<file path="src/rtl/dram_mux_pkg.sv">
package dram_mux_pkg;
  typedef enum logic [3:0] {
    ST_IDLE,
    ST_AROW,
    ST_ARAS,
    ST_ACOL,
    ST_ACAS,
    ST_APRE,
    ST_RROW,
    ST_RRAS,
    ST_RHLD1,
    ST_RHLD2,
    ST_RPRE
  } ctl_state_e;
endpackage

</file>
<file path="src/rtl/dram_refresh_timer.sv">
module dram_refresh_timer #(
  parameter int INTERVAL = 390
) (
  input  logic clk,
  input  logic rst,
  input  logic take,
  output logic pend
);
  localparam int CNT_W = $clog2(INTERVAL);
  localparam logic [CNT_W-1:0] RELOAD = CNT_W'(INTERVAL - 1);

  logic [CNT_W-1:0] cnt;

  always_ff @(posedge clk) begin
    if (rst) begin
      cnt  <= RELOAD;
      pend <= 1'b0;
    end else begin
      if (cnt == '0) begin
        cnt  <= RELOAD;
        pend <= 1'b1;
      end else begin
        cnt <= cnt - 1'b1;
        if (take) pend <= 1'b0;
      end
    end
  end
endmodule

</file>
<file path="src/rtl/dram_refresh_row.sv">
module dram_refresh_row #(
  parameter int ROW_W = 10
) (
  input  logic             clk,
  input  logic             rst,
  input  logic             step,
  output logic [ROW_W-1:0] row
);
  always_ff @(posedge clk) begin
    if (rst)       row <= '0;
    else if (step) row <= row + 1'b1;
  end
endmodule

</file>
<file path="src/rtl/dram_addr_mux.sv">
module dram_addr_mux #(
  parameter int HALF_W = 10
) (
  input  logic              sel_ref,
  input  logic              sel_col,
  input  logic [HALF_W-1:0] req_row,
  input  logic [HALF_W-1:0] req_col,
  input  logic [HALF_W-1:0] ref_row,
  output logic [HALF_W-1:0] pin_addr
);
  logic [HALF_W-1:0] row_pick;

  always_comb begin
    row_pick = sel_ref ? ref_row : req_row;
    pin_addr = sel_col ? req_col : row_pick;
  end
endmodule

</file>
<file path="src/rtl/dram_seq_fsm.sv">
module dram_seq_fsm
  import dram_mux_pkg::*;
(
  input  logic clk,
  input  logic rst,
  input  logic req_valid,
  input  logic pend,
  input  logic wr,
  output logic ras_n,
  output logic cas_n,
  output logic we_n,
  output logic dq_oe,
  output logic ready,
  output logic accept,
  output logic take_ref,
  output logic step_row,
  output logic capture,
  output logic drive_addr,
  output logic sel_ref,
  output logic sel_col
);
  ctl_state_e state, nxt;

  always_comb begin
    nxt = state;
    unique case (state)
      ST_IDLE:  if (pend) nxt = ST_RROW;
                else if (req_valid) nxt = ST_AROW;
      ST_AROW:  nxt = ST_ARAS;
      ST_ARAS:  nxt = ST_ACOL;
      ST_ACOL:  nxt = ST_ACAS;
      ST_ACAS:  nxt = ST_APRE;
      ST_APRE:  nxt = ST_IDLE;
      ST_RROW:  nxt = ST_RRAS;
      ST_RRAS:  nxt = ST_RHLD1;
      ST_RHLD1: nxt = ST_RHLD2;
      ST_RHLD2: nxt = ST_RPRE;
      ST_RPRE:  nxt = ST_IDLE;
      default:  nxt = ST_IDLE;
    endcase
  end

  assign ready      = (state == ST_IDLE) && !pend;
  assign accept     = ready && req_valid;
  assign take_ref   = (state == ST_IDLE) && pend;
  assign step_row   = (state == ST_RPRE);
  assign capture    = (state == ST_ACAS) && !wr;
  assign drive_addr = (nxt == ST_AROW) || (nxt == ST_ACOL) || (nxt == ST_RROW);
  assign sel_ref    = (nxt == ST_RROW);
  assign sel_col    = (nxt == ST_ACOL);

  always_ff @(posedge clk) begin
    if (rst) begin
      state <= ST_IDLE;
      ras_n <= 1'b1;
      cas_n <= 1'b1;
      we_n  <= 1'b1;
      dq_oe <= 1'b0;
    end else begin
      state <= nxt;
      ras_n <= !(nxt inside {ST_ARAS, ST_ACOL, ST_ACAS, ST_RRAS, ST_RHLD1, ST_RHLD2});
      cas_n <= !(nxt == ST_ACAS);
      we_n  <= !(wr && (nxt inside {ST_ACOL, ST_ACAS}));
      dq_oe <= wr && (nxt inside {ST_ACOL, ST_ACAS});
    end
  end
endmodule

</file>
<file path="src/rtl/dram_mux_ctrl.sv">
module dram_mux_ctrl #(
  parameter int ADDR_W      = 20,
  parameter int DATA_W      = 4,
  parameter int REFI_CYCLES = 390
) (
  input  logic              clk,
  input  logic              rst,
  input  logic              req_valid,
  input  logic              req_write,
  input  logic [ADDR_W-1:0] req_addr,
  input  logic [DATA_W-1:0] req_wdata,
  output logic              req_ready,
  output logic              rd_valid,
  output logic [DATA_W-1:0] rd_data,
  output logic [ADDR_W/2-1:0] dram_addr,
  output logic              dram_ras_n,
  output logic              dram_cas_n,
  output logic              dram_we_n,
  output logic [DATA_W-1:0] dram_dq_out,
  output logic              dram_dq_oe,
  input  logic [DATA_W-1:0] dram_dq_in
);
  localparam int HALF_W = ADDR_W / 2;

  logic              pend, take_ref, step_row, accept, capture;
  logic              drive_addr, sel_ref, sel_col, wr_q;
  logic [ADDR_W-1:0] addr_q;
  logic [DATA_W-1:0] wdata_q;
  logic [HALF_W-1:0] ref_row, mux_addr, row_src;

  dram_refresh_timer #(.INTERVAL(REFI_CYCLES)) u_timer (
    .clk(clk), .rst(rst), .take(take_ref), .pend(pend)
  );

  dram_refresh_row #(.ROW_W(HALF_W)) u_rowcnt (
    .clk(clk), .rst(rst), .step(step_row), .row(ref_row)
  );

  dram_seq_fsm u_fsm (
    .clk(clk), .rst(rst), .req_valid(req_valid), .pend(pend), .wr(wr_q),
    .ras_n(dram_ras_n), .cas_n(dram_cas_n), .we_n(dram_we_n), .dq_oe(dram_dq_oe),
    .ready(req_ready), .accept(accept), .take_ref(take_ref), .step_row(step_row),
    .capture(capture), .drive_addr(drive_addr), .sel_ref(sel_ref), .sel_col(sel_col)
  );

  assign row_src = accept ? req_addr[HALF_W-1:0] : addr_q[HALF_W-1:0];

  dram_addr_mux #(.HALF_W(HALF_W)) u_mux (
    .sel_ref(sel_ref), .sel_col(sel_col), .req_row(row_src),
    .req_col(addr_q[ADDR_W-1:HALF_W]), .ref_row(ref_row), .pin_addr(mux_addr)
  );

  assign dram_dq_out = wdata_q;

  always_ff @(posedge clk) begin
    if (rst) begin
      addr_q    <= '0;
      wr_q      <= 1'b0;
      wdata_q   <= '0;
      dram_addr <= '0;
      rd_valid  <= 1'b0;
      rd_data   <= '0;
    end else begin
      if (accept) begin
        addr_q  <= req_addr;
        wr_q    <= req_write;
        wdata_q <= req_wdata;
      end
      if (drive_addr) dram_addr <= mux_addr;
      rd_valid <= capture;
      if (capture) rd_data <= dram_dq_in;
    end
  end
endmodule

</file>
<file path="config.mk">
export PLATFORM = sky130hd
export DESIGN_NAME = dram_mux_ctrl
export DESIGN_NICKNAME = d
export VERILOG_FILES = /design/src/rtl/dram_mux_pkg.sv /design/src/rtl/dram_refresh_timer.sv /design/src/rtl/dram_refresh_row.sv /design/src/rtl/dram_addr_mux.sv /design/src/rtl/dram_seq_fsm.sv /design/src/rtl/dram_mux_ctrl.sv
export SDC_FILE = /design/constraint.sdc
export NUM_CORES = 1
export LEC_CHECK = 0
export CAP_MARGIN = 5
export CELL_PAD_IN_SITES_DETAIL_PLACEMENT = 1
export CELL_PAD_IN_SITES_GLOBAL_PLACEMENT = 2
export CORE_MARGIN = 2
export CORE_UTILIZATION = 32
export DETAILED_ROUTE_END_ITERATION = 8
export DONT_BUFFER_PORTS = 1
export PLACE_DENSITY_LB_ADDON = 0.1
export SLEW_MARGIN = 25
export SYNTH_ARGS = -nofsm -noshare
export SYNTH_HDL_FRONTEND = slang
export SYNTH_SLANG_ARGS = --single-unit
</file>
<file path="constraint.sdc">
create_clock -name clk -period 1.42 [get_ports clk]
set_input_delay 0.213 -clock clk [delete_from_list [all_inputs] [get_ports clk]]
set_output_delay 0.213 -clock clk [all_outputs]
set_load 0.01 [all_outputs]
</file>
After elaboration in Yosys (flattened, before gate mapping)
Cells that the tools add are included.
- multiply operators: 0
- equality and inequality tests: 17
- order comparisons: 0
- divide/modulo/power cells: 0
- reduce and logical (&&, ||, !) cells: 18
- shift operators: 0
- muxes and demuxes: 8
- add/subtract/negate cells: 2
- bitwise gates (word level): 0
- operator list (kind ; count):
    4-bit one-hot mux with 9 select lines ; 1
    10-bit 2-to-1 mux ; 3
    4-bit by 3-bit == test with 1-bit output (second input constant) ; 6
    4-bit == test (second input constant) ; 5
    4-bit by 2-bit == test with 1-bit output (second input constant) ; 4
    10-bit by 1-bit adder with 10-bit output (second input constant) ; 1
    9-bit logical NOT ; 1
    9-bit by 1-bit subtractor with 9-bit output (second input constant) ; 1
    4-bit by 1-bit == test with 1-bit output (second input constant) ; 2
    4-bit 2-to-1 mux ; 2
    6-bit nonzero test ; 1
    1-bit logical AND ; 5
    1-bit logical NOT ; 5
    4-bit logical NOT ; 1
    2-bit nonzero test ; 2
    1-bit logical OR ; 2
    1-bit 2-to-1 mux ; 2
    2-bit OR reduction ; 1
- input port bits: 32
- bits in latches: 0
- bits in writable memories: 0
- output and inout port bits: 24
- memories kept: 0
- word-level logic and storage cells: 59
- memory bits (read-only): 0
- register bits after elaboration: 68

Logic depth before layout (Yosys ltp)
- depth after elaboration: 7
- depth in mapped cells: 7
- depth with buffers taken out: 6

By module
A second synthesis with hierarchy kept.
- cells, all modules: 306
- area total of the unflattened synthesis: 3007.9 sq um
- modules (own cells, without submodules) (module ; instances ; cells each ; seq. area each (sq um) ; area each (sq um)):
    dram_mux_ctrl ; 1 ; 128 ; 800.8 ; 1486.4
    dram_refresh_timer ; 1 ; 50 ; 200.2 ; 456.7
    dram_refresh_row ; 1 ; 49 ; 200.2 ; 440.4
    dram_seq_fsm ; 1 ; 46 ; 160.2 ; 411.6
    dram_addr_mux ; 1 ; 33 ; 0.0 ; 212.7

Least setup slack after synthesis
Ideal clock, no wire load.
- path type: reg2reg
- from: register u_timer.cnt[2]
- to: register u_timer.cnt[8]
- required time: 1.293 ns
- period minus slack after synthesis: 1.547 ns
- stages on the path, launching flop included: 4
- buffers on the path: 0
- library setup time: 0.127 ns
- data arrival time: 1.420 ns
- slack: -0.127 ns
- cells stage by stage: dfxtp_1 > or4_4 > o31ai_1 > or3b_1
- cells in the longest elaborated chain, start to end: 2
- elaborated cells on any way between the ends: 3
- classes of those cells: 1 x add/sub; 2 x reduce/logical
- ends and longest elaborated chain (item ; RTL line ; source):
    start, declared ; dram_refresh_timer.sv:12 ; logic [CNT_W-1:0] cnt;
    start signal, assigned ; dram_refresh_timer.sv:23 ; cnt <= cnt - 1'b1;
    parallel branches: the longest is 2 deep, another holds 9-bit by 1-bit subtractor with 9-bit output ; -- ;
Several ways; the timed one is not identified.
A chain may end at the register's enable or synchronous reset.

Worst setup path after layout
- from: register u_fsm.state[0]
- to: register dram_addr[3]
- cells in the longest elaborated chain, start to end: 6
- elaborated cells on any way between the ends: 22
- classes of those cells: 11 x eq/ne; 6 x mux; 5 x reduce/logical
- ends and longest elaborated chain (item ; RTL line ; source):
    start, declared ; dram_seq_fsm.sv:22 ; ctl_state_e state, nxt;
    start signal, assigned ; dram_seq_fsm.sv:60 ; state <= nxt;
    4-bit 2-to-1 mux / 4-bit logical NOT (equally long branches) ; dram_seq_fsm.sv:28, dram_seq_fsm.sv:26, dram_seq_fsm.sv:43 ;
    4-bit 2-to-1 mux / 1-bit logical AND (equally long branches) ; dram_seq_fsm.sv:27, dram_seq_fsm.sv:43 ;
    4-bit one-hot mux with 9 select lines / 1-bit logical AND (equally long branches) ; dram_seq_fsm.sv:26, dram_seq_fsm.sv:44 ;
    4-bit by 3-bit == test with 1-bit output (tied with other cells) ; dram_seq_fsm.sv:48, dram_seq_fsm.sv:49 ;
    10-bit 2-to-1 mux / 1-bit logical OR (equally long branches) ; dram_addr_mux.sv:14, dram_seq_fsm.sv:48 ;
    10-bit 2-to-1 mux / 1-bit logical OR (equally long branches) ; dram_addr_mux.sv:15, dram_seq_fsm.sv:48 ;
    end signal, assigned ; dram_mux_ctrl.sv:69 ; if (drive_addr) dram_addr <= mux_addr;
    end, declared ; dram_mux_ctrl.sv:15 ; output logic [ADDR_W/2-1:0] dram_addr,
Several ways; a longest one is shown, not always the timed one.

==> impl_results.md <==
- Outcome: complete, but fails checks
- Gr ovfl total: 0
- Final wirelength: ~7700 um
- Slew Limit Headroom: 0.802
- Fin cells: 462
- Root buf cell: clkbuf_8
- Pin count of the biggest net entering global routing: 51
- Hold WS: -0.0792 ns
- Via density: 5.00
- Synth area leaders: dfxtp_1 (44%), a21oi_1 (7.7%), nand2_1 (7.1%)
- Hold WC Path Type: input port to flip-flop
- Failing checks: hold timing, setup timing
- Hold Vio Cnt, Final: 42
- Yosys warns: 0
- Synthesized net count: roughly 360
- Routed len/inst: 16.6 um
- LEAKAGE: 1.24 nW
- Max-slew violations: 0
- Clock skew: 0.00925 ns
- Yosys reg bits: 58
- DRC errors left: 0
- Final GP Congestion: 0.708
- Clk pin slew, worst setup/hold paths: ~0.070 ns
- Tmin final: 1.67 ns
- Detailed Route Iter0 Violations: 65
- CTS buffer count: 9
- Vias in the first global route: between 2k and 2.5k
- Peak VDD IR: 0.000490 V
- Clock Sinks: 58
- Worst skew pair latency: ~0.35 ns
- Crit Path Max Fanout: 6
- Diodes inserted: 0
- RSZ-0062 raised after global routing: true
- CTS max path bufs: 2
- Via count: 2309
- Post-synth top area share: 0.438
- I/O Pins: between 50 and 60
- CTS tree: yes
- Required time worst endpoint: 1.68 ns
- Register area share after synthesis: 0.438
- Starting Density: 0.326
- FP Rows: 33
- GRT Overall Usage: 0.182
- Post-synth cell types: just over 40
- Finished Core Util: 0.429
- Die H: 95.0 um
- Setup violators final: 28
- Layout net count: 386
- DP HPWL: 4880 um
- Post-route ant nets: 0
- H-tree Lvls: 3
- Global-route wire length before repair: roughly 12000 um
- Max_cap viols: 0
- Avg Inst Size Synth: roughly 8 um2
- Post-Syn Instances: 324
- Core Box Area: ~8100 um2
- Initial antenna violation count: 0
- CP Class: flip-flop to flip-flop
- WP data arrival: 1.93 ns
- Max Freq: 599 MHz
- Placed insts: 434
- Die X: around 95 um
- Period utilization: 1.17
- Final worst slack: -0.248 ns
- Tightest Pin Transition: 0.297 ns
- Post-synth top flop: dfxtp_1
- Startpoint Class: flip-flop
- Top cell type by total area after synthesis: dfxtp_1
- Post-Syn Area: 2650 um2
- Drt pass-1 iters: 4
- Area growth, synth to finish: 31.8%
- Reg2Reg Setup Slack: -0.25 ns
- Die area: 9020 um2
- Share of cells above drive strength 1: 0.336
- Port buffer count: 0
- Critical Path End Type: flip-flop
- Post-synth EDFFs: 0
- Power per cell area: 1210 nW/um2
- Post-synth ARST share: 0
==> cells in the mapped netlist (2+ instances only) <==
library cell and count:
or3_1 2, mux2i_1 5, o21ai_1 9, ha_1 2, clkbuf_1 12, buf_4 2, nand2b_1 3, dfxtp_1 58
nand2_1 50, a311oi_2 8, and3_1 3, buf_2 7, nor2_1 48, or4_4 2, buf_6 2, nand3_1 7
nand4_1 2, nor4_4 3, inv_1 13, nor3_1 7, o31ai_1 2, xor2_1 4, o21ai_0 2, a311oi_1 2
xnor2_1 11, nor2b_1 2, a21oi_1 41, buf_1 2
==> sequential cells by signal (all words and copies together), names as in the netlist, 4 cells and up <==
name and flops:
u_rowcnt.row 10, dram_dq_out 4, u_fsm.state 4, rd_data 4, addr_q 10, dram_addr 10, u_timer.cnt 9
==> worst paths after layout <==
check | startpoint | to | cells past startpoint
max | u_fsm.state[0] | dram_addr[3] | 6
min | rst | wr_q | 1
max reg2reg | u_fsm.state[0] | dram_addr[3] | 6
min reg2reg | addr_q[13] | addr_q[13] | 2
==> timing repair <==
item | in CTS | in global routing
pin swaps | 19 | 23
setup buffers | 6 | 4
gates cloned | 3 | 0
setup endpoints to repair | 31 | 51
endpoints found under the hold margin | 51 | 50
gates resized for setup | 45 | 33
==> cell usage in the layout, fill, tap and decap left out, drive strengths merged <==
cell type / count
o21ai: 11
and3: 3
xor2: 4
nand2b: 3
o31ai: 2
o22a: 1
clkinvlp: 3
nand4: 2
xnor2: 11
a21oi: 41
and4bb: 1
or3b: 1
and4: 1
or3: 2
nor2b: 2
nor4: 4
nor3: 7
o21a: 1
ha: 2
nand3: 7
inv: 15
nand2: 51
o22ai: 1
mux2i: 5
dfxtp: 58
clkbuf: 10
or2: 2
or4: 4
a311oi: 10
and2: 1
nor2: 48
clkinv: 2
buf: 41
==> area by class of cell <==
cell class	count	area (um2)
Fill cell	922	4640
Timing Repair Buffer	41	409
Clock inverter	6	41.3
Tap cell	105	131
Inverter	14	52.6
Clock buffer	10	138
Multi-Input combinational cell	228	1540
Sequential cell	58	1180
==> metal layers <==
layer,GRT usage,routed length (um)
met3,0.0599,312
met4,0.0543,94
met1,0.231,3470
met2,0.293,3800
met5,0,0
==> kinds of logic (layout without fill, tap and decap cells) <==
group | Yosys count | count (layout) | synth area share
DFF | 58 | 58 | 0.438
AOI/OAI and AO/OA | 67 | 67 | 0.164
buffers and inverters | 39 | 71 | 0.0671
xor gates and xnor gates | 15 | 15 | 0.0496
muxes | 5 | 5 | 0.0189
and+or+nand+nor | 138 | 139 | 0.252
adders and majority gates | 2 | 2 | 0.00945
==> where the power goes <==
group | switching [mW] | internal (mW)
Combinational | 0.504 | 0.451
Clock | 0.724 | 0.678
Sequential | 0.114 | 1.75
Total | 1.34 | 2.88
==> worst max-delay path: stages, from the launching register on <==
cell,delay (ns)
dfxtp_4,0.35
buf_6,0.11
or4_4,0.61
buf_6,0.17
nor2_4,0.07
o21ai_2,0.07
a311oi_2,0.19
==> stage by stage <==
stage | TNS [ns] | instance area [um2] | worst slack (ns) | total power, mW
finish | -3.16 | 3490 | -0.248 | 4.22
CTS | -3.09 | 3340 | -0.264 | 4.25
global placement | -1.45 | 2920 | -0.125 | 2.61
detailed placement | -1.87 | 2920 | -0.122 | 2.63
global route | -6.22 | 3490 | -0.301 | 4.47
floorplan | -0.489 | 2670 | -0.0791 | 2.41
No activity file was read; power rests on OpenSTA's default activity.
